<file path="src/rtl/pba_pkg.sv">
`timescale 1ns/1ps
package pba_pkg;

  typedef enum logic [2:0] {
    OP_NOP      = 3'd0,
    OP_TXALLOC  = 3'd1,
    OP_RESET    = 3'd2,
    OP_RXPOP    = 3'd3,
    OP_RXPOPREL = 3'd4,
    OP_RELEASE  = 3'd5,
    OP_TXPUSH   = 3'd6,
    OP_TXCLR    = 3'd7
  } op_e;

  localparam logic [7:0] EMPTY_CODE = 8'h80;
  localparam logic [7:0] ACK_MASK   = 8'hD6;

  localparam int IRQ_RX      = 0;
  localparam int IRQ_TXDONE  = 1;
  localparam int IRQ_TXEMPTY = 2;
  localparam int IRQ_ALLOC   = 3;

  localparam int OP_LSB = 5;

endpackage

</file>
<file path="src/rtl/pba_queue.sv">
`timescale 1ns/1ps
module pba_queue #(
  parameter int DEPTH = 4,
  parameter int DW    = 2,
  parameter int CW    = $clog2(DEPTH + 1)
) (
  input  logic          clk,
  input  logic          rst_n,
  input  logic          clr,
  input  logic          push,
  input  logic [DW-1:0] push_data,
  input  logic          pop,
  output logic [DW-1:0] head,
  output logic [CW-1:0] cnt,
  output logic [CW-1:0] cnt_nxt
);

  localparam logic [CW-1:0] FULL_CNT = CW'(DEPTH);

  logic [DW-1:0] ent_q [DEPTH];
  logic [DW-1:0] ent_d [DEPTH];
  logic [CW-1:0] cnt_q, cnt_d, base;
  logic          do_pop, do_push, ent_en;

  always_comb begin
    do_pop  = pop && (cnt_q != '0);
    do_push = push && ((cnt_q != FULL_CNT) || do_pop);
    base    = do_pop ? (cnt_q - CW'(1)) : cnt_q;
    if (clr)
      cnt_d = '0;
    else
      cnt_d = cnt_q - CW'(do_pop) + CW'(do_push);
    ent_en = do_pop || do_push;
  end

  for (genvar i = 0; i < DEPTH; i++) begin : g_ent
    logic [DW-1:0] shifted;
    if (i < DEPTH - 1) begin : g_mid
      assign shifted = do_pop ? ent_q[i+1] : ent_q[i];
    end else begin : g_last
      assign shifted = ent_q[i];
    end
    assign ent_d[i] = (do_push && (base == CW'(i))) ? push_data : shifted;
  end

  always_ff @(posedge clk or negedge rst_n) begin
    if (!rst_n) begin
      cnt_q <= '0;
      for (int i = 0; i < DEPTH; i++) ent_q[i] <= '0;
    end else begin
      cnt_q <= cnt_d;
      if (ent_en && !clr) begin
        for (int i = 0; i < DEPTH; i++) ent_q[i] <= ent_d[i];
      end
    end
  end

  assign head    = ent_q[0];
  assign cnt     = cnt_q;
  assign cnt_nxt = cnt_d;


  q_bound_chk: assert property (@(posedge clk) disable iff (!rst_n)
    cnt_q <= FULL_CNT);


  q_empty_pop_chk: assert property (@(posedge clk) disable iff (!rst_n)
    (pop && !push && !clr && cnt_q == '0) |=> (cnt_q == '0));


  q_full_push_chk: assert property (@(posedge clk) disable iff (!rst_n)
    (push && !pop && !clr && cnt_q == FULL_CNT) |=> (cnt_q == FULL_CNT && $stable(head)));

endmodule

</file>
<file path="src/rtl/pba_pool.sv">
`timescale 1ns/1ps
module pba_pool #(
  parameter int NUM_PAGES = 4,
  parameter int PW        = 2,
  parameter int CW        = 3
) (
  input  logic          clk,
  input  logic          rst_n,
  input  logic          clr,
  input  logic          rel_en,
  input  logic [PW-1:0] rel_idx,
  input  logic          alloc_en,
  output logic          alloc_ok,
  output logic [PW-1:0] alloc_idx,
  output logic          any_free,
  output logic [CW-1:0] used_cnt
);

  typedef logic [NUM_PAGES-1:0] map_t;

  map_t          map_q, map_d, map_rel, rel_mask, grant_mask;
  logic          found, map_en;
  logic [PW-1:0] pick;

  always_comb begin
    rel_mask = '0;
    if (rel_en) rel_mask[rel_idx] = 1'b1;
    map_rel = map_q & ~rel_mask;
    found   = 1'b0;
    pick    = '0;
    for (int i = NUM_PAGES - 1; i >= 0; i--) begin
      if (!map_rel[i]) begin
        found = 1'b1;
        pick  = PW'(i);
      end
    end
    alloc_ok   = alloc_en && found;
    alloc_idx  = pick;
    grant_mask = '0;
    if (alloc_ok) grant_mask[pick] = 1'b1;
    map_d  = clr ? '0 : (map_rel | grant_mask);
    map_en = clr || rel_en || alloc_ok;
  end

  always_comb begin
    used_cnt = '0;
    for (int i = 0; i < NUM_PAGES; i++) used_cnt = used_cnt + CW'(map_q[i]);
  end

  assign any_free = ~&map_q;

  always_ff @(posedge clk or negedge rst_n) begin
    if (!rst_n)
      map_q <= '0;
    else if (map_en)
      map_q <= map_d;
  end


  alloc_mark_chk: assert property (@(posedge clk) disable iff (!rst_n)
    (alloc_ok && !clr) |=> map_q[$past(alloc_idx)]);


  release_free_chk: assert property (@(posedge clk) disable iff (!rst_n)
    (rel_en && !alloc_ok && !clr) |=> !map_q[$past(rel_idx)]);

endmodule

</file>
<file path="src/rtl/pba_irq.sv">
`timescale 1ns/1ps
module pba_irq (
  input  logic       clk,
  input  logic       rst_n,
  input  logic [7:0] set_vec,
  input  logic [7:0] clr_vec,
  input  logic [7:0] force_vec,
  input  logic       mask_we,
  input  logic [7:0] mask_data,
  output logic [7:0] status,
  output logic [7:0] mask,
  output logic       irq
);

  import pba_pkg::*;

  logic [7:0] status_q, status_d, mask_q;
  logic       status_en;

  always_comb begin
    status_d  = ((status_q & ~clr_vec) | set_vec) | force_vec;
    status_en = |(status_d ^ status_q);
  end

  always_ff @(posedge clk or negedge rst_n) begin
    if (!rst_n) begin
      status_q <= 8'h04;
      mask_q   <= 8'h00;
    end else begin
      if (status_en) status_q <= status_d;
      if (mask_we)   mask_q   <= mask_data;
    end
  end

  assign status = status_q;
  assign mask   = mask_q;
  assign irq    = |(status_q & mask_q);


  ack_clear_chk: assert property (@(posedge clk) disable iff (!rst_n)
    (clr_vec[IRQ_ALLOC] && !set_vec[IRQ_ALLOC] && !force_vec[IRQ_ALLOC])
      |=> !status_q[IRQ_ALLOC]);

endmodule

</file>
<file path="src/rtl/pkt_page_mgr.sv">
`timescale 1ns/1ps
module pkt_page_mgr #(
  parameter int NUM_PAGES = 4,
  parameter int PW        = $clog2(NUM_PAGES),
  parameter int CW        = $clog2(NUM_PAGES + 1)
) (
  input  logic          clk,
  input  logic          rst_n,
  input  logic          cmd_we,
  input  logic [7:0]    cmd_byte,
  input  logic          pnum_we,
  input  logic [7:0]    pnum_wdata,
  input  logic          ack_we,
  input  logic [7:0]    ack_byte,
  input  logic          mask_we,
  input  logic [7:0]    mask_byte,
  input  logic          auto_release,
  input  logic          tx_complete,
  input  logic          rx_req,
  output logic          rx_ack,
  output logic [PW-1:0] rx_page,
  output logic          tx_pending,
  output logic [PW-1:0] tx_page,
  output logic [7:0]    pnum,
  output logic [7:0]    alloc_result,
  output logic [7:0]    done_head,
  output logic [7:0]    rx_head,
  output logic [CW-1:0] pages_used,
  output logic [7:0]    int_status,
  output logic [7:0]    int_mask,
  output logic          irq
);

  import pba_pkg::*;

  localparam logic [CW-1:0] FULL_CNT = CW'(NUM_PAGES);

  // reset: asserted asynchronously, released on a clock edge
  logic [1:0] rst_pipe;
  logic       rst_s;
  always_ff @(posedge clk or negedge rst_n) begin
    if (!rst_n) rst_pipe <= 2'b00;
    else        rst_pipe <= {rst_pipe[0], 1'b1};
  end
  assign rst_s = rst_pipe[1];

  op_e           op;
  logic [7:0]    pnum_q, res_q, res_d;
  logic          pnum_ok, tx_fire, rx_grant, tx_try, res_empty, res_zero;
  logic          pool_clr, pool_rel, pool_alloc, pool_ok, pool_free;
  logic [PW-1:0] pool_rel_idx, pool_idx;
  logic          txq_clr, txq_push, txq_pop;
  logic          dnq_clr, dnq_push, dnq_pop;
  logic          rxq_clr, rxq_pop;
  logic [PW-1:0] txq_head, dnq_head, rxq_head;
  logic [CW-1:0] txq_cnt, dnq_cnt, rxq_cnt, txq_nxt, dnq_nxt, rxq_nxt;
  logic [7:0]    irq_set_a, irq_set, irq_clr, irq_force;

  assign op       = op_e'(cmd_byte[7:OP_LSB]);
  assign pnum_ok  = pnum_q < 8'(NUM_PAGES);
  assign tx_fire  = tx_complete && !cmd_we && !ack_we && (txq_cnt != '0);
  assign rx_grant = rx_req && !cmd_we && !ack_we && !tx_fire && pool_free &&
                    (rxq_cnt != FULL_CNT);

  // command, acknowledge and completion decode
  always_comb begin
    pool_clr     = 1'b0;
    pool_rel     = 1'b0;
    pool_rel_idx = '0;
    tx_try       = 1'b0;
    res_empty    = 1'b0;
    res_zero     = 1'b0;
    txq_clr      = 1'b0;
    txq_push     = 1'b0;
    txq_pop      = 1'b0;
    dnq_clr      = 1'b0;
    dnq_push     = 1'b0;
    dnq_pop      = 1'b0;
    rxq_clr      = 1'b0;
    rxq_pop      = 1'b0;
    irq_set_a    = '0;
    irq_clr      = '0;
    if (cmd_we) begin
      case (op)
        OP_TXALLOC: begin
          res_empty          = 1'b1;
          irq_clr[IRQ_ALLOC] = 1'b1;
          tx_try             = 1'b1;
        end
        OP_RESET: begin
          pool_clr = 1'b1;
          txq_clr  = 1'b1;
          dnq_clr  = 1'b1;
          rxq_clr  = 1'b1;
          res_zero = 1'b1;
        end
        OP_RXPOP, OP_RXPOPREL: begin
          if (rxq_cnt != '0) begin
            rxq_pop = 1'b1;
            if (rxq_cnt > CW'(1)) irq_set_a[IRQ_RX] = 1'b1;
            else                  irq_clr[IRQ_RX]   = 1'b1;
            if (op == OP_RXPOPREL) begin
              pool_rel     = 1'b1;
              pool_rel_idx = rxq_head;
            end
          end
        end
        OP_RELEASE: begin
          if (pnum_ok) begin
            pool_rel     = 1'b1;
            pool_rel_idx = pnum_q[PW-1:0];
          end
        end
        OP_TXPUSH: txq_push = pnum_ok;
        OP_TXCLR: begin
          txq_clr = 1'b1;
          dnq_clr = 1'b1;
        end
        default: ;
      endcase
    end else if (ack_we) begin
      irq_clr = ack_byte & ACK_MASK;
      dnq_pop = ack_byte[IRQ_TXDONE];
    end else if (tx_fire) begin
      txq_pop = 1'b1;
      if (auto_release) begin
        pool_rel     = 1'b1;
        pool_rel_idx = txq_head;
      end else begin
        dnq_push = 1'b1;
      end
    end
    if (pool_rel && (res_q == EMPTY_CODE)) tx_try = 1'b1;
  end

  assign pool_alloc = tx_try || rx_grant;

  // allocation result and interrupt set terms
  always_comb begin
    res_d = res_q;
    if (res_empty) res_d = EMPTY_CODE;
    if (tx_try && pool_ok) res_d = 8'(pool_idx);
    if (res_zero) res_d = 8'h00;
    irq_set = irq_set_a;
    if (tx_try && pool_ok) irq_set[IRQ_ALLOC] = 1'b1;
    if (rx_grant)          irq_set[IRQ_RX]    = 1'b1;
    irq_force = '0;
    irq_force[IRQ_TXEMPTY] = (txq_nxt == '0);
    irq_force[IRQ_TXDONE]  = (dnq_nxt != '0);
  end

  always_ff @(posedge clk or negedge rst_s) begin
    if (!rst_s) begin
      res_q  <= 8'h00;
      pnum_q <= 8'h00;
    end else begin
      if (res_d != res_q) res_q  <= res_d;
      if (pnum_we)        pnum_q <= pnum_wdata;
    end
  end

  pba_pool #(.NUM_PAGES(NUM_PAGES), .PW(PW), .CW(CW)) u_pool (
    .clk(clk), .rst_n(rst_s), .clr(pool_clr), .rel_en(pool_rel),
    .rel_idx(pool_rel_idx), .alloc_en(pool_alloc), .alloc_ok(pool_ok),
    .alloc_idx(pool_idx), .any_free(pool_free), .used_cnt(pages_used)
  );

  pba_queue #(.DEPTH(NUM_PAGES), .DW(PW), .CW(CW)) u_txq (
    .clk(clk), .rst_n(rst_s), .clr(txq_clr), .push(txq_push),
    .push_data(pnum_q[PW-1:0]), .pop(txq_pop), .head(txq_head),
    .cnt(txq_cnt), .cnt_nxt(txq_nxt)
  );

  pba_queue #(.DEPTH(NUM_PAGES), .DW(PW), .CW(CW)) u_dnq (
    .clk(clk), .rst_n(rst_s), .clr(dnq_clr), .push(dnq_push),
    .push_data(txq_head), .pop(dnq_pop), .head(dnq_head),
    .cnt(dnq_cnt), .cnt_nxt(dnq_nxt)
  );

  pba_queue #(.DEPTH(NUM_PAGES), .DW(PW), .CW(CW)) u_rxq (
    .clk(clk), .rst_n(rst_s), .clr(rxq_clr), .push(rx_grant),
    .push_data(pool_idx), .pop(rxq_pop), .head(rxq_head),
    .cnt(rxq_cnt), .cnt_nxt(rxq_nxt)
  );

  pba_irq u_irq (
    .clk(clk), .rst_n(rst_s), .set_vec(irq_set), .clr_vec(irq_clr),
    .force_vec(irq_force), .mask_we(mask_we), .mask_data(mask_byte),
    .status(int_status), .mask(int_mask), .irq(irq)
  );

  logic unused_sink;
  assign unused_sink = ^{cmd_byte[OP_LSB-1:0], rxq_nxt};

  assign rx_ack       = rx_grant;
  assign rx_page      = pool_idx;
  assign tx_pending   = (txq_cnt != '0);
  assign tx_page      = txq_head;
  assign pnum         = pnum_q;
  assign alloc_result = res_q;
  assign done_head    = (dnq_cnt == '0) ? EMPTY_CODE : 8'(dnq_head);
  assign rx_head      = (rxq_cnt == '0) ? EMPTY_CODE : 8'(rxq_head);


  txempty_flag_chk: assert property (@(posedge clk) disable iff (!rst_s)
    (txq_cnt == '0) |-> int_status[IRQ_TXEMPTY]);


  txdone_flag_chk: assert property (@(posedge clk) disable iff (!rst_s)
    (dnq_cnt != '0) |-> int_status[IRQ_TXDONE]);


  result_range_chk: assert property (@(posedge clk) disable iff (!rst_s)
    (res_q != EMPTY_CODE) |-> (res_q < 8'(NUM_PAGES)));


  rx_priority_chk: assert property (@(posedge clk) disable iff (!rst_s)
    rx_ack |-> (!cmd_we && !ack_we && !tx_fire));


  rx_room_chk: assert property (@(posedge clk) disable iff (!rst_s)
    rx_ack |-> (pages_used != FULL_CNT));

endmodule

</file>
<file path="config.mk">
export PLATFORM = sky130hd
export DESIGN_NAME = pkt_page_mgr
export DESIGN_NICKNAME = d
export VERILOG_FILES = /design/src/rtl/pba_pkg.sv /design/src/rtl/pba_queue.sv /design/src/rtl/pba_pool.sv /design/src/rtl/pba_irq.sv /design/src/rtl/pkt_page_mgr.sv
export SDC_FILE = /design/constraint.sdc
export NUM_CORES = 1
export LEC_CHECK = 0
export ABC_AREA = 1
export BUFFER_PORTS_ARGS = -buffer_cell sky130_fd_sc_hd__buf_4
export CORE_MARGIN = 5
export CORE_UTILIZATION = 45
export CTS_CLUSTER_DIAMETER = 40
export DETAILED_ROUTE_END_ITERATION = 16
export PLACE_DENSITY = 0.69
export SYNTH_ARGS = -nofsm -noshare
export SYNTH_HDL_FRONTEND = slang
export SYNTH_SLANG_ARGS = --single-unit
</file>
<file path="constraint.sdc">
create_clock -name clk -period 5.9 [get_ports clk]
set_clock_uncertainty 0.15 [all_clocks]
set_input_delay 0.295 -clock clk [delete_from_list [all_inputs] [get_ports clk]]
set_output_delay 0.295 -clock clk [all_outputs]
set_load 0.005 [all_outputs]
</file>
After elaboration in Yosys (flattened, before gate mapping)
Cells that the tools add are included.
{"block": "totals", "in_bits": 41, "wordCells": 249, "reg_bits": 71}
{"block": "classes", "addsub": 12, "muxes": 95, "eq_ne": 21, "bitwise_logic": 9, "n_lt_le_gt_ge": 6, "reduce_logical": 85}
{"operator": "$mux W2", "n": 30}
{"operator": "$mux W8", "n": 6}
{"operator": "$mux W1", "n": 45}
{"operator": "$logic_and A1 B1 Y1", "n": 34}
{"operator": "$eq A3 B2 Y1 const B", "n": 8}
{"operator": "$reduce_and A2 Y1", "n": 12}
{"operator": "$logic_not A3 Y1", "n": 6}
{"operator": "$mux W3", "n": 6}
{"operator": "$reduce_bool A2 Y1", "n": 9}
{"operator": "$and A8 B8 Y8", "n": 2}
{"operator": "$mux W4", "n": 4}
{"operator": "$reduce_or A8 Y1", "n": 2}
{"operator": "$add A3 B1 Y3", "n": 5}
{"operator": "$eq A3 B1 Y1 const B", "n": 4}
{"operator": "$eq A3 B3 Y1 const B", "n": 4}
{"operator": "$reduce_bool A3 Y1", "n": 4}
{"operator": "$logic_or A1 B1 Y1", "n": 9}
{"operator": "$ne A3 B3 Y1 const B", "n": 3}
{"operator": "$sub A3 B1 Y3", "n": 3}
{"operator": "$sub A3 B1 Y3 const B", "n": 3}
{"operator": "$eq A8 B8 Y1 const B", "n": 1}
{"operator": "$lt A8 B3 Y1 const B", "n": 1}
{"operator": "$ne A8 B8 Y1", "n": 1}
{"operator": "$not A8 Y8", "n": 1}
{"operator": "other kinds (16)", "n": 25}

Depth between registers and ports, before layout
Gate-level depths: netlist of the first run.
{"block": "logic_depth", "depth_word": 25, "ltp_mapped": 17}

Cells and area by module
From an unflattened synthesis of the first run, not the netlist that was laid out.
{"block": "hier_totals", "hier_cells": 609, "area_unflattened_um2": 4619.4}
{"module": "pba_queue", "n_inst": 3, "area_per_inst_um2": 818.3, "seq_area_each_um2": 275.3, "cells_each": 109}
{"module": "pkt_page_mgr", "n_inst": 1, "area_per_inst_um2": 1129.8, "seq_area_each_um2": 450.4, "cells_each": 150}
{"module": "pba_irq", "n_inst": 1, "area_per_inst_um2": 669.4, "seq_area_each_um2": 401.6, "cells_each": 80}
{"module": "pba_pool", "n_inst": 1, "area_per_inst_um2": 365.4, "seq_area_each_um2": 100.1, "cells_each": 52}

Least setup slack after synthesis of the first run
OpenSTA, ideal clock, no wires.
{"block": "synth_path", "path_type": "flip-flop to flip-flop", "start": "reg u_dnq.cnt_q[1], in the netlist u_dnq.cnt[1]", "end": "reg u_irq.status_q[1], in the netlist u_irq.status[1]", "t_arrival_ps": 2500, "path_buffers": 0, "required_time_ps": 5621, "path_slack_ps": 3121, "setup_time_ps": 129, "path_stages_with_launch": 13, "cell_sequence": "dfrtp_1 > inv_1 > ha_1 > nand2_1 > nand4_4 > inv_1 > ha_1 > inv_1 > ha_1 > inv_1 > fa_1 > nor2_1 > a2111o_1"}
{"block": "synth_via", "elab_chain_len": 10, "word_cells_on_any_way": 12, "cone_classes": "add/sub: 2; eq/ne: 1; mux: 1; bitwise: 2; reduce/logical: 6"}
{"element": "from (decl)", "line_no": "pba_queue.sv:22", "rtl": "logic [CW-1:0] cnt_q, cnt_d, base;"}
{"element": "from (signal assigned)", "line_no": "pba_queue.sv:51", "rtl": "cnt_q <= cnt_d;"}
{"element": "parallel branches: the longest is 4 deep, another holds $sub A3 B1 Y3"}
{"element": "$add A3 B1 Y3 (*)", "line_no": "pba_queue.sv:32", "rtl": "cnt_d = cnt_q - CW'(do_pop) + CW'(do_push);"}
{"element": "$mux W3 (*)", "line_no": "pba_queue.sv:29", "rtl": "if (clr)"}
{"element": "via dnq_nxt[1]", "line_no": "pkt_page_mgr.sv:56", "rtl": "logic [CW-1:0] txq_cnt, dnq_cnt, rxq_cnt, txq_nxt, dnq_nxt, rxq_nxt;"}
{"element": "$reduce_bool A3 Y1 (*)", "line_no": "pkt_page_mgr.sv:149", "rtl": "irq_force[IRQ_TXDONE] = (dnq_nxt != '0);"}
{"element": "$or A8 B3 Y8 (*)", "line_no": "pba_irq.sv:21", "rtl": "status_d = ((status_q & ~clr_vec) | set_vec) | force_vec;"}
{"element": "$xor A8 B8 Y8", "line_no": "pba_irq.sv:22", "rtl": "status_en = |(status_d ^ status_q);"}
{"element": "$reduce_or A8 Y1", "line_no": "pba_irq.sv:22"}
{"element": "to (signal assigned)", "line_no": "pba_irq.sv:30", "rtl": "if (status_en) status_q <= status_d;"}
{"element": "to (decl)", "line_no": "pba_irq.sv:17", "rtl": "logic [7:0] status_q, status_d, mask_q;"}
Mark *: on every way through the listed nets, which the timed path passes.
A chain may end at the register's enable or synchronous reset.

Final worst setup path of the first run
Same ends and word-level chain as after synthesis.

==> flow_results.xml, run 1 <==
<?xml version="1.0" encoding="UTF-8"?>
<metrics>
  <group name="setup_path">
    <metric name="worst_setup_path_start_kind" unit="">flip-flop</metric>
    <metric name="crit_path_top_delay_cell" unit="">fa_1</metric>
    <metric name="critical_path.endpoint_type" unit="">flip-flop</metric>
    <metric name="critical-path-top-cell-by-count" unit="">inv_1</metric>
    <metric name="timing.critical_path.arrival" unit="ps">3080</metric>
    <metric name="r2r_cells" unit="">12</metric>
    <metric name="timing.critical_path.cells" unit="">inv_1 -&gt; ha_1 -&gt; nand2_1 -&gt; nand4_4 -&gt; inv_1 -&gt; ha_1 -&gt; inv_1 -&gt; ha_1 -&gt; inv_1 -&gt; fa_1 -&gt; nor2_1 -&gt; a2111o_1</metric>
    <metric name="worstSetupPathType" unit="">flip-flop to flip-flop</metric>
    <metric name="critPathMaxFanout" unit="">8</metric>
    <metric name="worstPathRequired" unit="ps">5980</metric>
    <metric name="critical_path_depth_in_cells" unit="">12</metric>
    <metric name="worstPathBufferInverterCount" unit="">4</metric>
    <metric name="cp_top_family" unit="">adder cells</metric>
    <metric name="critical-path-max-stage-delay" unit="ps">490</metric>
  </group>
  <group name="clocking">
    <metric name="cts_root_buffer" unit="">clkbuf_8</metric>
    <metric name="postCtsSetupBuffers" unit="">0</metric>
    <metric name="cts_sinks" unit="">70</metric>
    <metric name="ctsHtreeMaxLevel" unit="">3</metric>
    <metric name="hold_buffers" unit="">10</metric>
    <metric name="insertion_delay" unit="ps">340</metric>
    <metric name="clk_path_buf_depth" unit="">2</metric>
    <metric name="cts_inserted_buffers" unit="">9</metric>
    <metric name="clkSlewWorstSetupHoldPaths" unit="ps">80</metric>
    <metric name="cts_tree" unit="">done</metric>
    <metric name="cts_resized" unit="">0</metric>
  </group>
  <group name="timing">
    <metric name="final_period_minus_worst_setup_slack" unit="ps">3010</metric>
    <metric name="grt_setup_unrepaired" unit="">false</metric>
    <metric name="post-route-period-util" unit="%">51.0</metric>
    <metric name="setup_total_negative_slack" unit="ps">0</metric>
    <metric name="worstMarginPinSlew" unit="ps">731</metric>
    <metric name="timing.final.max_slew_violations" unit="">0</metric>
    <metric name="final-setup-viol-count" unit="">0</metric>
    <metric name="fmax" unit="GHz">0.333</metric>
    <metric name="hold_viol" unit="">0</metric>
    <metric name="worst_rel_slew_slack" unit="%">51.3</metric>
  </group>
  <group name="placement">
    <metric name="gp_routability_congestion" unit="">0.793</metric>
    <metric name="detailedPlacementHpwl" unit="um">6870</metric>
    <metric name="buffer_ports.inserted" unit="">79</metric>
  </group>
  <group name="final_layout">
    <metric name="num_antenna_cells" unit="">0</metric>
    <metric name="final_core_area_utilization" unit="%">56.9</metric>
    <metric name="finalNetCount" unit="">628</metric>
    <metric name="final_layout_size_suffix_gt1_share" unit="%">26.0</metric>
    <metric name="syn_to_final_growth" unit="%">23.6</metric>
  </group>
  <group name="floorplan">
    <metric name="core.rowCount" unit="">34</metric>
    <metric name="fp.dieH" unit="um">104</metric>
    <metric name="design.die.area" unit="um^2">10900</metric>
    <metric name="floorplan.io_pins" unit="">99</metric>
    <metric name="die_w" unit="um">104</metric>
    <metric name="initial_utilization" unit="%">46.1</metric>
    <metric name="design.core.area" unit="um^2">8720</metric>
  </group>
  <group name="pwr">
    <metric name="comb_power_share" unit="%">43.0</metric>
    <metric name="total_switching_power" unit="uW">770</metric>
    <metric name="p_per_area" unit="nW/um^2">401</metric>
    <metric name="leakage" unit="nW">2.52</metric>
    <metric name="clock_power_share" unit="%">19.9</metric>
    <metric name="seq_power_share" unit="%">37.2</metric>
    <metric name="vdd.ir_drop.worst" unit="V">0.000259</metric>
    <metric name="power.share.switching" unit="%">38.7</metric>
    <metric name="internal_power" unit="mW">1.22</metric>
  </group>
  <group name="synthesis">
    <metric name="ys_top_cells_by_area" unit="">dfrtp_1 (43%), nand2_1 (9.3%), inv_1 (5.2%)</metric>
    <metric name="syn-cell-area" unit="um^2">4020</metric>
    <metric name="synth-edff-count" unit="">0</metric>
    <metric name="post-synth-top-area-fraction" unit="%">43.0</metric>
    <metric name="most_numerous_cell_types_in_the_synthesized_netlist" unit="">nand2_1 (100), dfrtp_1 (69), inv_1 (56)</metric>
    <metric name="avgSynthCellArea" unit="um^2">8.44</metric>
    <metric name="postSynth.topFlopCell" unit="">dfrtp_1</metric>
    <metric name="postSynth.asyncResetShare" unit="%">100</metric>
    <metric name="synth_most_common_cell" unit="">nand2_1</metric>
    <metric name="yosys.cell_types.count" unit="">45</metric>
    <metric name="synth.yosys.warnings" unit="">0</metric>
    <metric name="synth.ff_latch_count" unit="">70</metric>
    <metric name="cells_after_synth" unit="">476</metric>
    <metric name="netlist.top_cell.by_area" unit="">dfrtp_1</metric>
    <metric name="seq_area_frac_synth" unit="%">43.6</metric>
  </group>
  <group name="global_route">
    <metric name="first_pass_grt_wire_length" unit="um">15100</metric>
    <metric name="gr-usage-met2" unit="%">26.5</metric>
    <metric name="grt_usage" unit="%">16.8</metric>
    <metric name="global_route_track_usage_on_met1" unit="%">21.5</metric>
    <metric name="grt_most_used_layer" unit="">met2</metric>
    <metric name="grt_remaining_overflow" unit="">0</metric>
    <metric name="antenna_found_initial" unit="">0</metric>
    <metric name="vias_in_the_first_global_route" unit="">3226</metric>
    <metric name="grt_start_max_net_pins" unit="">36</metric>
    <metric name="global_route.usage.met3" unit="%">5.09</metric>
  </group>
  <group name="hold_path">
    <metric name="timing.hold.worst_path_depth" unit="">3</metric>
    <metric name="min_path_type" unit="">input port to flip-flop</metric>
  </group>
  <group name="route">
    <metric name="drt_iter0_markers" unit="">92</metric>
    <metric name="vias_per_cell" unit="">4.83</metric>
    <metric name="dr_total_vias" unit="">3292</metric>
    <metric name="final_antenna_net_count" unit="">0</metric>
    <metric name="detail_route.first_pass.iterations" unit="">6</metric>
    <metric name="finalWirelength" unit="um">8920</metric>
    <metric name="drt_drc_violations_left" unit="">0</metric>
    <metric name="routedWlPerCell" unit="um">13.1</metric>
  </group>
  <group name="flow_run">
    <metric name="maxCapViolCount" unit="">0</metric>
  </group>
  <group name="outcome">
    <metric name="run_status" unit="">completed</metric>
  </group>
</metrics>
==> power by group through the flow <==
stage | combinational (mW) | sequential, mW | clock (mW)
2_1_floorplan | 0.581 | 0.723 | 0
3_3_place_gp | 0.832 | 0.745 | 0
3_5_place_dp | 0.851 | 0.748 | 0
4_1_cts | 0.863 | 0.743 | 0.402
5_1_grt | 0.973 | 0.761 | 0.422
6_report | 0.855 | 0.740 | 0.395
==> cell type report <==
cell class | instances | area [um^2]
Tap cell | 108 | 135
Multi-Input combinational cell | 326 | 1910
Timing Repair Buffer | 90 | 701
Clock buffer | 11 | 141
Sequential cell | 70 | 1750
Inverter | 71 | 268
Fill cell | 756 | 3760
Clock inverter | 5 | 57.6
==> final timing paths <==
kind | from | end | slack [ps]
max in group asynchronous | rst_pipe[1]$_DFF_PN0_ | u_dnq.head[0]$_DFFE_PN0P_ | 4500
min reg2reg | rst_pipe[1]$_DFF_PN0_ | u_irq.mask[5]$_DFFE_PN0P_ | 180
min in group asynchronous | rst_n | rst_pipe[0]$_DFF_PN0_ | 100
max | u_dnq.cnt[1]$_DFF_PN0_ | u_irq.status[1]$_DFFE_PN0P_ | 2890
max reg2reg | u_dnq.cnt[1]$_DFF_PN0_ | u_irq.status[1]$_DFFE_PN0P_ | 2890
min | mask_byte[4] | u_irq.mask[4]$_DFFE_PN0P_ | 20
==> state kept, by name (all words and copies together) (netlist names), 3 cells and up <==
name and cells:
u_irq.status 7, u_dnq.ent_q 4, u_txq.cnt 3, u_dnq.cnt 3, u_irq.mask 8, pnum 8
u_rxq.cnt 3, u_pool.map_q 4, u_txq.ent_q 4, u_rxq.ent_q 4, alloc_result 8
==> kinds of logic after synthesis <==
family	count (synthesis)	synth area share (%)
adders and majority gates	19	6.67
muxes	9	2.52
buffers and inverters	90	9.84
DFF	70	43.6
other	2	0.187
AOI/OAI and AO/OA	66	9.72
and+or+nand+nor	212	25.7
xor gates and xnor gates	8	1.74
==> through the flow <==
stage                     setup slack (ps)  area (um^2)  hold WS [ps]  std cells  total power, mW
final                                 2890         4960          18.7        681             1.99
after global placement                2960         4660         -72.2        655             1.58
after CTS                             2880         4960         0.826        681             2.01
after detailed placement              2920         4660         -70.8        655             1.60
after global routing                  2680         4960          13.1        681             2.16
after floorplan                       3120         4050          -151        486             1.30
==> per-layer routing <==
| metal | routed length (um) | vias to the layer above |
|---|---|---|
| met4 | 170 | 0 |
| met1 | 4010 | 1502 |
| met3 | 717 | 14 |
| met5 | 0 | - |
| met2 | 4030 | 94 |
| li1 | - | 1682 |
==> worst reg2reg max path: stages, from the launching register on <==
cell and delay [ps]:
dfrtp_1 430, inv_1 90, ha_1 200, nand2_1 130
nand4_4 160, inv_1 120, ha_1 300, inv_1 170
ha_1 170, inv_1 50, fa_1 490, nor2_1 60
a2111o_1 390
==> layout by cell type (no fill, tap or decap), drive strengths merged, types with 11 or more instances in the layout <==
master,Yosys,layout
inv,67,68
ha,15,15
dfrtp,69,69
nand3,31,31
nor2,57,57
clkbuf,4,11
nand2,110,110
o21ai,34,34
buf,15,80
conb,2,12
a21oi,18,18
No activity file was read; power rests on OpenSTA's default activity.
==> run 2, diff against run 1 <==
--- a/config.mk
+++ b/config.mk
@@ -5,13 +5,13 @@
 export SDC_FILE = /design/constraint.sdc
 export NUM_CORES = 1
 export LEC_CHECK = 0
-export ABC_AREA = 1
+export ABC_AREA = 0
 export BUFFER_PORTS_ARGS = -buffer_cell sky130_fd_sc_hd__buf_4
 export CORE_MARGIN = 5
 export CORE_UTILIZATION = 45
 export CTS_CLUSTER_DIAMETER = 40
 export DETAILED_ROUTE_END_ITERATION = 16
-export PLACE_DENSITY = 0.69
+export PLACE_DENSITY = 0.72
 export SYNTH_ARGS = -nofsm -noshare
 export SYNTH_HDL_FRONTEND = slang
 export SYNTH_SLANG_ARGS = --single-unit
==> constraint.sdc (replaced) <==
create_clock -name clk -period 2.7 [get_ports clk]
set_clock_uncertainty 0.15 [all_clocks]
set_input_delay 0.135 -clock clk [delete_from_list [all_inputs] [get_ports clk]]
set_output_delay 0.135 -clock clk [all_outputs]
set_load 0.005 [all_outputs]
==> run 2 against run 1 <==
Net effect: core utilization rose by 6.5 points; sequential power increased by 99%; hold slack got worse by 1.2 ps; worst setup slack lost 2800 ps; wire length increased by 7.7%; non-clock buffer count grew 52; critical path type unchanged; largest cell class unchanged.
==> flow_results.xml, run 2 <==
<?xml version="1.0" encoding="UTF-8"?>
<metrics>
  <group name="timing">
    <metric name="post-route-period-util" unit="%">96.9</metric>
    <metric name="timing.final.max_slew_violations" unit="">0</metric>
    <metric name="setup_total_negative_slack" unit="ps">0</metric>
    <metric name="grt_setup_unrepaired" unit="">true</metric>
    <metric name="fmax" unit="GHz">0.382</metric>
    <metric name="worst_rel_slew_slack" unit="%">57.5</metric>
    <metric name="final_period_minus_worst_setup_slack" unit="ps">2620</metric>
    <metric name="final-setup-viol-count" unit="">0</metric>
    <metric name="worstMarginPinSlew" unit="ps">637</metric>
    <metric name="hold_viol" unit="">0</metric>
  </group>
  <group name="clocking">
    <metric name="cts_sinks" unit="">70</metric>
    <metric name="cts_root_buffer" unit="">clkbuf_8</metric>
    <metric name="clk_path_buf_depth" unit="">2</metric>
    <metric name="insertion_delay" unit="ps">340</metric>
    <metric name="cts_tree" unit="">done</metric>
    <metric name="ctsHtreeMaxLevel" unit="">3</metric>
    <metric name="cts_inserted_buffers" unit="">9</metric>
    <metric name="clkSlewWorstSetupHoldPaths" unit="ps">80</metric>
  </group>
  <group name="global_route">
    <metric name="grt_start_max_net_pins" unit="">42</metric>
    <metric name="grt_usage" unit="%">18.2</metric>
    <metric name="antenna_found_initial" unit="">0</metric>
    <metric name="grt_remaining_overflow" unit="">0</metric>
    <metric name="vias_in_the_first_global_route" unit="">3350</metric>
    <metric name="first_pass_grt_wire_length" unit="um">16400</metric>
  </group>
  <group name="synthesis">
    <metric name="avgSynthCellArea" unit="um^2">10.6</metric>
    <metric name="synth.ff_latch_count" unit="">70</metric>
    <metric name="most_numerous_cell_types_in_the_synthesized_netlist" unit="">dfrtp_1 (69), nand2_1 (48), mux2_2 (30)</metric>
    <metric name="synth-edff-count" unit="">0</metric>
    <metric name="synth.yosys.warnings" unit="">0</metric>
    <metric name="netlist.top_cell.by_area" unit="">dfrtp_1</metric>
    <metric name="post-synth-top-area-fraction" unit="%">43.2</metric>
    <metric name="synth_most_common_cell" unit="">dfrtp_1</metric>
    <metric name="postSynth.topFlopCell" unit="">dfrtp_1</metric>
    <metric name="postSynth.asyncResetShare" unit="%">100</metric>
    <metric name="syn-cell-area" unit="um^2">3990</metric>
    <metric name="ys_top_cells_by_area" unit="">dfrtp_1 (43%), mux2_2 (8.5%), mux2i_1 (4.8%)</metric>
    <metric name="seq_area_frac_synth" unit="%">43.9</metric>
    <metric name="cells_after_synth" unit="">375</metric>
    <metric name="yosys.cell_types.count" unit="">71</metric>
  </group>
  <group name="final_layout">
    <metric name="stdcell_count" unit="">628</metric>
    <metric name="num_antenna_cells" unit="">0</metric>
    <metric name="final_cell_mix" unit="">buf_4 (102), dfrtp_1 (68), nand2_1 (48), dlygate4sd3_1 (39), mux2_2 (30)</metric>
    <metric name="final_layout_size_suffix_gt1_share" unit="%">36.0</metric>
    <metric name="finalNetCount" unit="">575</metric>
    <metric name="syn_to_final_growth" unit="%">37.9</metric>
    <metric name="layout.cells.most_common" unit="">buf_4</metric>
  </group>
  <group name="floorplan">
    <metric name="fp.dieH" unit="um">104</metric>
    <metric name="initial_utilization" unit="%">46.0</metric>
    <metric name="design.die.area" unit="um^2">10900</metric>
    <metric name="design.core.area" unit="um^2">8680</metric>
    <metric name="die_w" unit="um">104</metric>
    <metric name="core.rowCount" unit="">34</metric>
    <metric name="floorplan.io_pins" unit="">99</metric>
  </group>
  <group name="route">
    <metric name="vias_per_cell" unit="">5.18</metric>
    <metric name="drt_drc_violations_left" unit="">0</metric>
    <metric name="dr_total_vias" unit="">3252</metric>
    <metric name="final_antenna_net_count" unit="">0</metric>
    <metric name="drt_iter0_markers" unit="">91</metric>
    <metric name="routedWlPerCell" unit="um">15.3</metric>
    <metric name="finalWirelength" unit="um">9610</metric>
    <metric name="detail_route.first_pass.iterations" unit="">4</metric>
  </group>
  <group name="hold_path">
    <metric name="min_path_type" unit="">input port to flip-flop</metric>
  </group>
  <group name="pwr">
    <metric name="design_power_total" unit="mW">4.26</metric>
    <metric name="vdd.ir_drop.worst" unit="V">0.000506</metric>
    <metric name="p_per_area" unit="nW/um^2">774</metric>
    <metric name="leakage" unit="nW">2.69</metric>
  </group>
  <group name="placement">
    <metric name="detailedPlacementHpwl" unit="um">6970</metric>
    <metric name="gp_routability_congestion" unit="">0.866</metric>
    <metric name="dp.cells" unit="">565</metric>
    <metric name="buffer_ports.inserted" unit="">79</metric>
  </group>
  <group name="setup_path">
    <metric name="timing.critical_path.arrival" unit="ps">2730</metric>
    <metric name="critical-path-max-stage-delay" unit="ps">440</metric>
    <metric name="timing.critical_path.cells" unit="">inv_2 -&gt; ha_4 -&gt; nand2b_4 -&gt; nand3_4 -&gt; clkinv_4 -&gt; ha_4 -&gt; inv_1 -&gt; ha_2 -&gt; inv_1 -&gt; fa_2 -&gt; nor2b_1 -&gt; a221o_1</metric>
    <metric name="critPathMaxFanout" unit="">5</metric>
    <metric name="worstPathRequired" unit="ps">2820</metric>
    <metric name="worstSetupPathType" unit="">flip-flop to flip-flop</metric>
    <metric name="critical_path.endpoint_type" unit="">flip-flop</metric>
    <metric name="worst_setup_path_start_kind" unit="">flip-flop</metric>
    <metric name="crit_path_top_delay_cell" unit="">fa_2</metric>
  </group>
  <group name="outcome">
    <metric name="run_status" unit="">completed</metric>
  </group>
  <group name="flow_run">
    <metric name="maxCapViolCount" unit="">0</metric>
  </group>
</metrics>
## run 2: cell count changes after synthesis, sizes merged, moves of 20 or more
cell	before	now
nand2	110	48
inv	67	26
nor2	57	20
o21ai	34	7
mux2	9	31
nand3	31	11
## run 2: cells by family (layout without fill, tap and decap cells)
kind of cell               after synthesis  count (layout)  synth area share (%)
AOI/OAI and AO/OA                       54              54                  10.4
muxes                                   50              50                  13.5
adders and majority gates               19              19                  6.71
buffers and inverters                   50             185                  6.42
and+or+nand+nor                        125             125                  17.8
xor gates and xnor gates                 5               5                  1.10
DFF                                     70              70                  43.9
other                                    2              12                 0.188
## run 2: worst max-delay path: cells and delay by family (launching register included)
kind	cells	cell delay (ps)
buffers and inverters	4	280
and+or+nand+nor	3	330
AOI/OAI and AO/OA	1	330
adders and majority gates	4	1040
DFF	1	400
## run 2: final timing paths
check                                        from                     endpoint  slack (ps)  depth (start not counted)
max reg2reg                u_txq.cnt[1]$_DFF_PN0_  u_irq.status[2]$_DFFE_PN1P_          80                         12
min in group asynchronous   rst_pipe[1]$_DFF_PN0_  u_pool.map_q[1]$_DFFE_PN0P_         140                          0
max                        u_txq.cnt[1]$_DFF_PN0_  u_irq.status[2]$_DFFE_PN1P_          80                         12
min                                   cmd_byte[7]       u_rxq.cnt[2]$_DFF_PN0_          20                          3
min reg2reg                 rst_pipe[1]$_DFF_PN0_  u_pool.map_q[1]$_DFFE_PN0P_         140                          0
max in group asynchronous   rst_pipe[1]$_DFF_PN0_  u_irq.status[2]$_DFFE_PN1P_        1560                          1
## run 2: what timing repair did
item	in CTS	in global routing
endpoints found under the setup margin	2	5
gates resized for setup	1	13
endpoints found under the hold margin	23	0
pin swaps	1	7
buffers inserted	1	7
hold buffers	39	0
## run 2: final cells by class
type | count | area, um^2
Clock buffer | 11 | 151
Clock inverter | 5 | 56.3
Fill cell | 714 | 3170
Inverter | 27 | 109
Multi-Input combinational cell | 265 | 2120
Sequential cell | 70 | 1750
Tap cell | 108 | 135
Timing Repair Buffer | 142 | 1180
## run 2: layer usage
metal | global-route usage [%] | vias up | share of wire, % | routed length [um]
met5 | 0 | - | 0 | 0
met4 | 3.52 | 0 | 0.72 | 69
met3 | 5.40 | 5 | 4.9 | 473
met2 | 31.5 | 76 | 51 | 4920
met1 | 22.5 | 1605 | 43 | 4140
li1 | - | 1566 | - | -
## run 2: through the flow
step | setup slack, ps | hold slack [ps] | instance area, um^2 | utilization, %
floorplan | -25.1 | -311 | 4080 | -
global placement | 79.3 | -232 | 4790 | 55.2
detailed placement | -23.1 | -231 | 4790 | 55.2
CTS | 36.8 | 10.8 | 5400 | 62.2
global route | -55.4 | 40.8 | 5500 | 63.4
finish | 83.4 | 17.5 | 5500 | 63.4
## run 2: power breakdown
part	switching (mW)	total, mW	internal [mW]
combinational	0.918	1.93	1.01
sequential	0.198	1.47	1.27
clock	0.390	0.866	0.477
total	1.51	4.26	2.76
==> run 3, diff against run 2 <==
--- a/config.mk
+++ b/config.mk
@@ -7,9 +7,11 @@
 export LEC_CHECK = 0
 export ABC_AREA = 0
 export BUFFER_PORTS_ARGS = -buffer_cell sky130_fd_sc_hd__buf_4
+export CORE_ASPECT_RATIO = 0.9
 export CORE_MARGIN = 5
 export CORE_UTILIZATION = 45
 export CTS_CLUSTER_DIAMETER = 40
+export CTS_CLUSTER_SIZE = 40
 export DETAILED_ROUTE_END_ITERATION = 16
 export PLACE_DENSITY = 0.72
 export SYNTH_ARGS = -nofsm -noshare
==> run 3 against run 2 <==
Net effect: non-clock buffer count is 3 lower; largest power group unchanged; hold slack worse by 9.2 ps; clock-buffer cell count is 1 higher; core utilization is 0.34 points lower; via count is 0.58% lower; cell count is 1.3% higher; critical path depth stayed put; power is 4.2% lower; die area hardly changed.
==> flow_results.xml, run 3 (synthesis results as in run 2) <==
<?xml version="1.0" encoding="UTF-8"?>
<metrics>
  <group name="setup_path">
    <metric name="timing.critical_path.arrival" unit="ps">2760</metric>
    <metric name="setup.worst_path.end" unit="">u_irq.status[2]$_DFFE_PN1P_</metric>
    <metric name="worstSetupPathType" unit="">flip-flop to flip-flop</metric>
    <metric name="r2r_cells" unit="">12</metric>
    <metric name="critical-path-max-stage-delay" unit="ps">440</metric>
    <metric name="reg2reg_setup_slack" unit="ps">60</metric>
    <metric name="critPathMaxFanout" unit="">7</metric>
    <metric name="reg2reg_to" unit="">u_irq.status[2]$_DFFE_PN1P_</metric>
    <metric name="worst_setup_path_start_kind" unit="">flip-flop</metric>
    <metric name="crit_path_top_delay_cell" unit="">fa_2</metric>
    <metric name="critical_path_depth_in_cells" unit="">12</metric>
    <metric name="worstPathRequired" unit="ps">2810</metric>
    <metric name="worst_setup_path_startpoint" unit="">u_txq.cnt[0]$_DFF_PN0_</metric>
    <metric name="cp_top_family" unit="">adder cells</metric>
    <metric name="timing.critical_path.cells" unit="">inv_2 -&gt; ha_4 -&gt; nand2b_4 -&gt; nand3_4 -&gt; clkinv_4 -&gt; ha_4 -&gt; inv_1 -&gt; ha_2 -&gt; inv_1 -&gt; fa_2 -&gt; nor2b_1 -&gt; a221o_1</metric>
    <metric name="worstReg2RegStart" unit="">u_txq.cnt[0]$_DFF_PN0_</metric>
    <metric name="worstPathBufferInverterCount" unit="">4</metric>
    <metric name="critical_path.endpoint_type" unit="">flip-flop</metric>
  </group>
  <group name="floorplan">
    <metric name="fp.dieH" unit="um">99.4</metric>
    <metric name="floorplan.io_pins" unit="">99</metric>
    <metric name="die_w" unit="um">109</metric>
    <metric name="design.core.area" unit="um^2">8610</metric>
    <metric name="design.die.area" unit="um^2">10900</metric>
    <metric name="initial_utilization" unit="%">46.4</metric>
    <metric name="core.rowCount" unit="">32</metric>
  </group>
  <group name="global_route">
    <metric name="first_pass_grt_wire_length" unit="um">15700</metric>
    <metric name="antenna_found_initial" unit="">0</metric>
    <metric name="grt_start_max_net_pins" unit="">37</metric>
    <metric name="grt_usage" unit="%">18.2</metric>
    <metric name="vias_in_the_first_global_route" unit="">3265</metric>
    <metric name="grt_remaining_overflow" unit="">0</metric>
  </group>
  <group name="clocking">
    <metric name="ctsHtreeMaxLevel" unit="">3</metric>
    <metric name="cts_tree" unit="">done</metric>
    <metric name="cts_sinks" unit="">70</metric>
    <metric name="clkSlewWorstSetupHoldPaths" unit="ps">70</metric>
    <metric name="cts_inserted_buffers" unit="">9</metric>
    <metric name="clk_path_buf_depth" unit="">2</metric>
    <metric name="cts_root_buffer" unit="">clkbuf_8</metric>
    <metric name="insertion_delay" unit="ps">340</metric>
  </group>
  <group name="hold_path">
    <metric name="timing.hold.worst_path_depth" unit="">3</metric>
    <metric name="min_path_type" unit="">input port to flip-flop</metric>
  </group>
  <group name="route">
    <metric name="drt_iter0_markers" unit="">124</metric>
    <metric name="dr_total_vias" unit="">3233</metric>
    <metric name="final_antenna_net_count" unit="">0</metric>
    <metric name="drt_drc_violations_left" unit="">0</metric>
    <metric name="detail_route.first_pass.iterations" unit="">4</metric>
    <metric name="vias_per_cell" unit="">5.08</metric>
    <metric name="finalWirelength" unit="um">9430</metric>
    <metric name="routedWlPerCell" unit="um">14.8</metric>
  </group>
  <group name="outcome">
    <metric name="run_status" unit="">completed</metric>
  </group>
  <group name="timing">
    <metric name="fmax" unit="GHz">0.378</metric>
    <metric name="hold_viol" unit="">0</metric>
    <metric name="setup_total_negative_slack" unit="ps">0</metric>
    <metric name="timing.final.max_slew_violations" unit="">0</metric>
    <metric name="timing.hold.ws" unit="ps">8.35</metric>
    <metric name="final-setup-viol-count" unit="">0</metric>
    <metric name="grt_setup_unrepaired" unit="">true</metric>
    <metric name="worst_rel_slew_slack" unit="%">51.5</metric>
    <metric name="post-route-period-util" unit="%">97.9</metric>
    <metric name="worstMarginPinSlew" unit="ps">727</metric>
    <metric name="setup_slack" unit="ps">55.5</metric>
    <metric name="final_period_minus_worst_setup_slack" unit="ps">2640</metric>
  </group>
  <group name="placement">
    <metric name="dpl_cell_area" unit="um^2">4790</metric>
    <metric name="buffer_ports.inserted" unit="">79</metric>
    <metric name="dp.cells" unit="">575</metric>
    <metric name="detailedPlacementHpwl" unit="um">6930</metric>
    <metric name="gp_routability_congestion" unit="">0.862</metric>
    <metric name="preCtsSetupSlack" unit="ps">23.6</metric>
  </group>
  <group name="pwr">
    <metric name="vdd.ir_drop.worst" unit="V">0.000606</metric>
    <metric name="p_per_area" unit="nW/um^2">752</metric>
    <metric name="design_power_total" unit="mW">4.08</metric>
    <metric name="leakage" unit="nW">2.65</metric>
  </group>
  <group name="final_layout">
    <metric name="final_layout_size_suffix_gt1_share" unit="%">34.8</metric>
    <metric name="stdcell_count" unit="">636</metric>
    <metric name="num_antenna_cells" unit="">0</metric>
    <metric name="syn_to_final_growth" unit="%">36.0</metric>
    <metric name="finalInstanceArea" unit="um^2">5430</metric>
    <metric name="finalNetCount" unit="">572</metric>
    <metric name="final_core_area_utilization" unit="%">63.1</metric>
    <metric name="final_cell_mix" unit="">buf_4 (100), dfrtp_1 (68), nand2_1 (48), dlygate4sd3_1 (38), mux2_2 (30)</metric>
    <metric name="layout.cells.most_common" unit="">buf_4</metric>
  </group>
  <group name="flow_run">
    <metric name="maxCapViolCount" unit="">0</metric>
  </group>
</metrics>
## run 3: cell count changes in the layout (fill, tap and decap cells not counted)
| cell | previous run | this run |
|---|---|---|
| a21o_4 | 1 | 0 |
| a21o_2 | 0 | 1 |
| clkbuf_1 | 0 | 3 |
| dlygate4sd3_1 | 39 | 38 |
| clkinvlp_4 | 1 | 2 |
| bufinv_16 | 1 | 0 |
| clkbuf_8 | 11 | 9 |
| buf_4 | 102 | 100 |
| inv_4 | 1 | 0 |
| inv_6 | 1 | 0 |
| a311oi_1 | 1 | 2 |
| a311oi_2 | 1 | 0 |
| inv_1 | 18 | 19 |
## run 3: layer usage
metal	part of all wire [%]	wire length (um)	track usage, %	vias up
li1	-	-	-	1565
met1	42	3930	22.7	1575
met2	51	4840	31.2	76
met3	5.3	496	5.32	17
met4	1.8	167	4.12	0
met5	0	0	0	-
## run 3: final cells by class
type                            count  area (um^2)
Fill cell                         688         3180
Multi-Input combinational cell    265         2110
Sequential cell                    70         1750
Timing Repair Buffer              139         1150
Tap cell                          119          149
Clock buffer                       12          135
Inverter                           27          106
Clock inverter                      4         25.0
## run 3: where the power goes
| part | total, mW | internal, mW | switching [mW] |
|---|---|---|---|
| Clock | 0.714 | 0.331 | 0.383 |
| Sequential | 1.46 | 1.27 | 0.191 |
| Combinational | 1.91 | 1.00 | 0.902 |
| Total | 4.08 | 2.61 | 1.48 |
## run 3: worst min-delay path by stage
stage	from	slack [ps]	end
final	ack_byte[1]	8	u_irq.status[1]$_DFFE_PN0P_
after global routing	ack_byte[1]	9	u_irq.status[1]$_DFFE_PN0P_
after CTS	ack_byte[1]	2	u_irq.status[1]$_DFFE_PN0P_
after detailed placement	rst_n	-230	rst_pipe[0]$_DFF_PN0_
after global placement	rst_n	-230	rst_pipe[0]$_DFF_PN0_
after floorplan	rst_n	-310	rst_pipe[0]$_DFF_PN0_
## run 3: worst reg2reg max path: cells and delay by family, from the launching register on
| family | cells | cell delay (ps) |
|---|---|---|
| fa+ha+maj | 4 | 1060 |
| simple gates | 3 | 360 |
| flops | 1 | 380 |
| compound gates | 1 | 330 |
| buf+inv | 4 | 300 |
## run 3: repair_timing
action	in CTS	in global routing
hold buffers	38	0
resized for setup	0	10
setup buffers	0	7
setup endpoints to repair	0	4
hold endpoints to repair	22	0
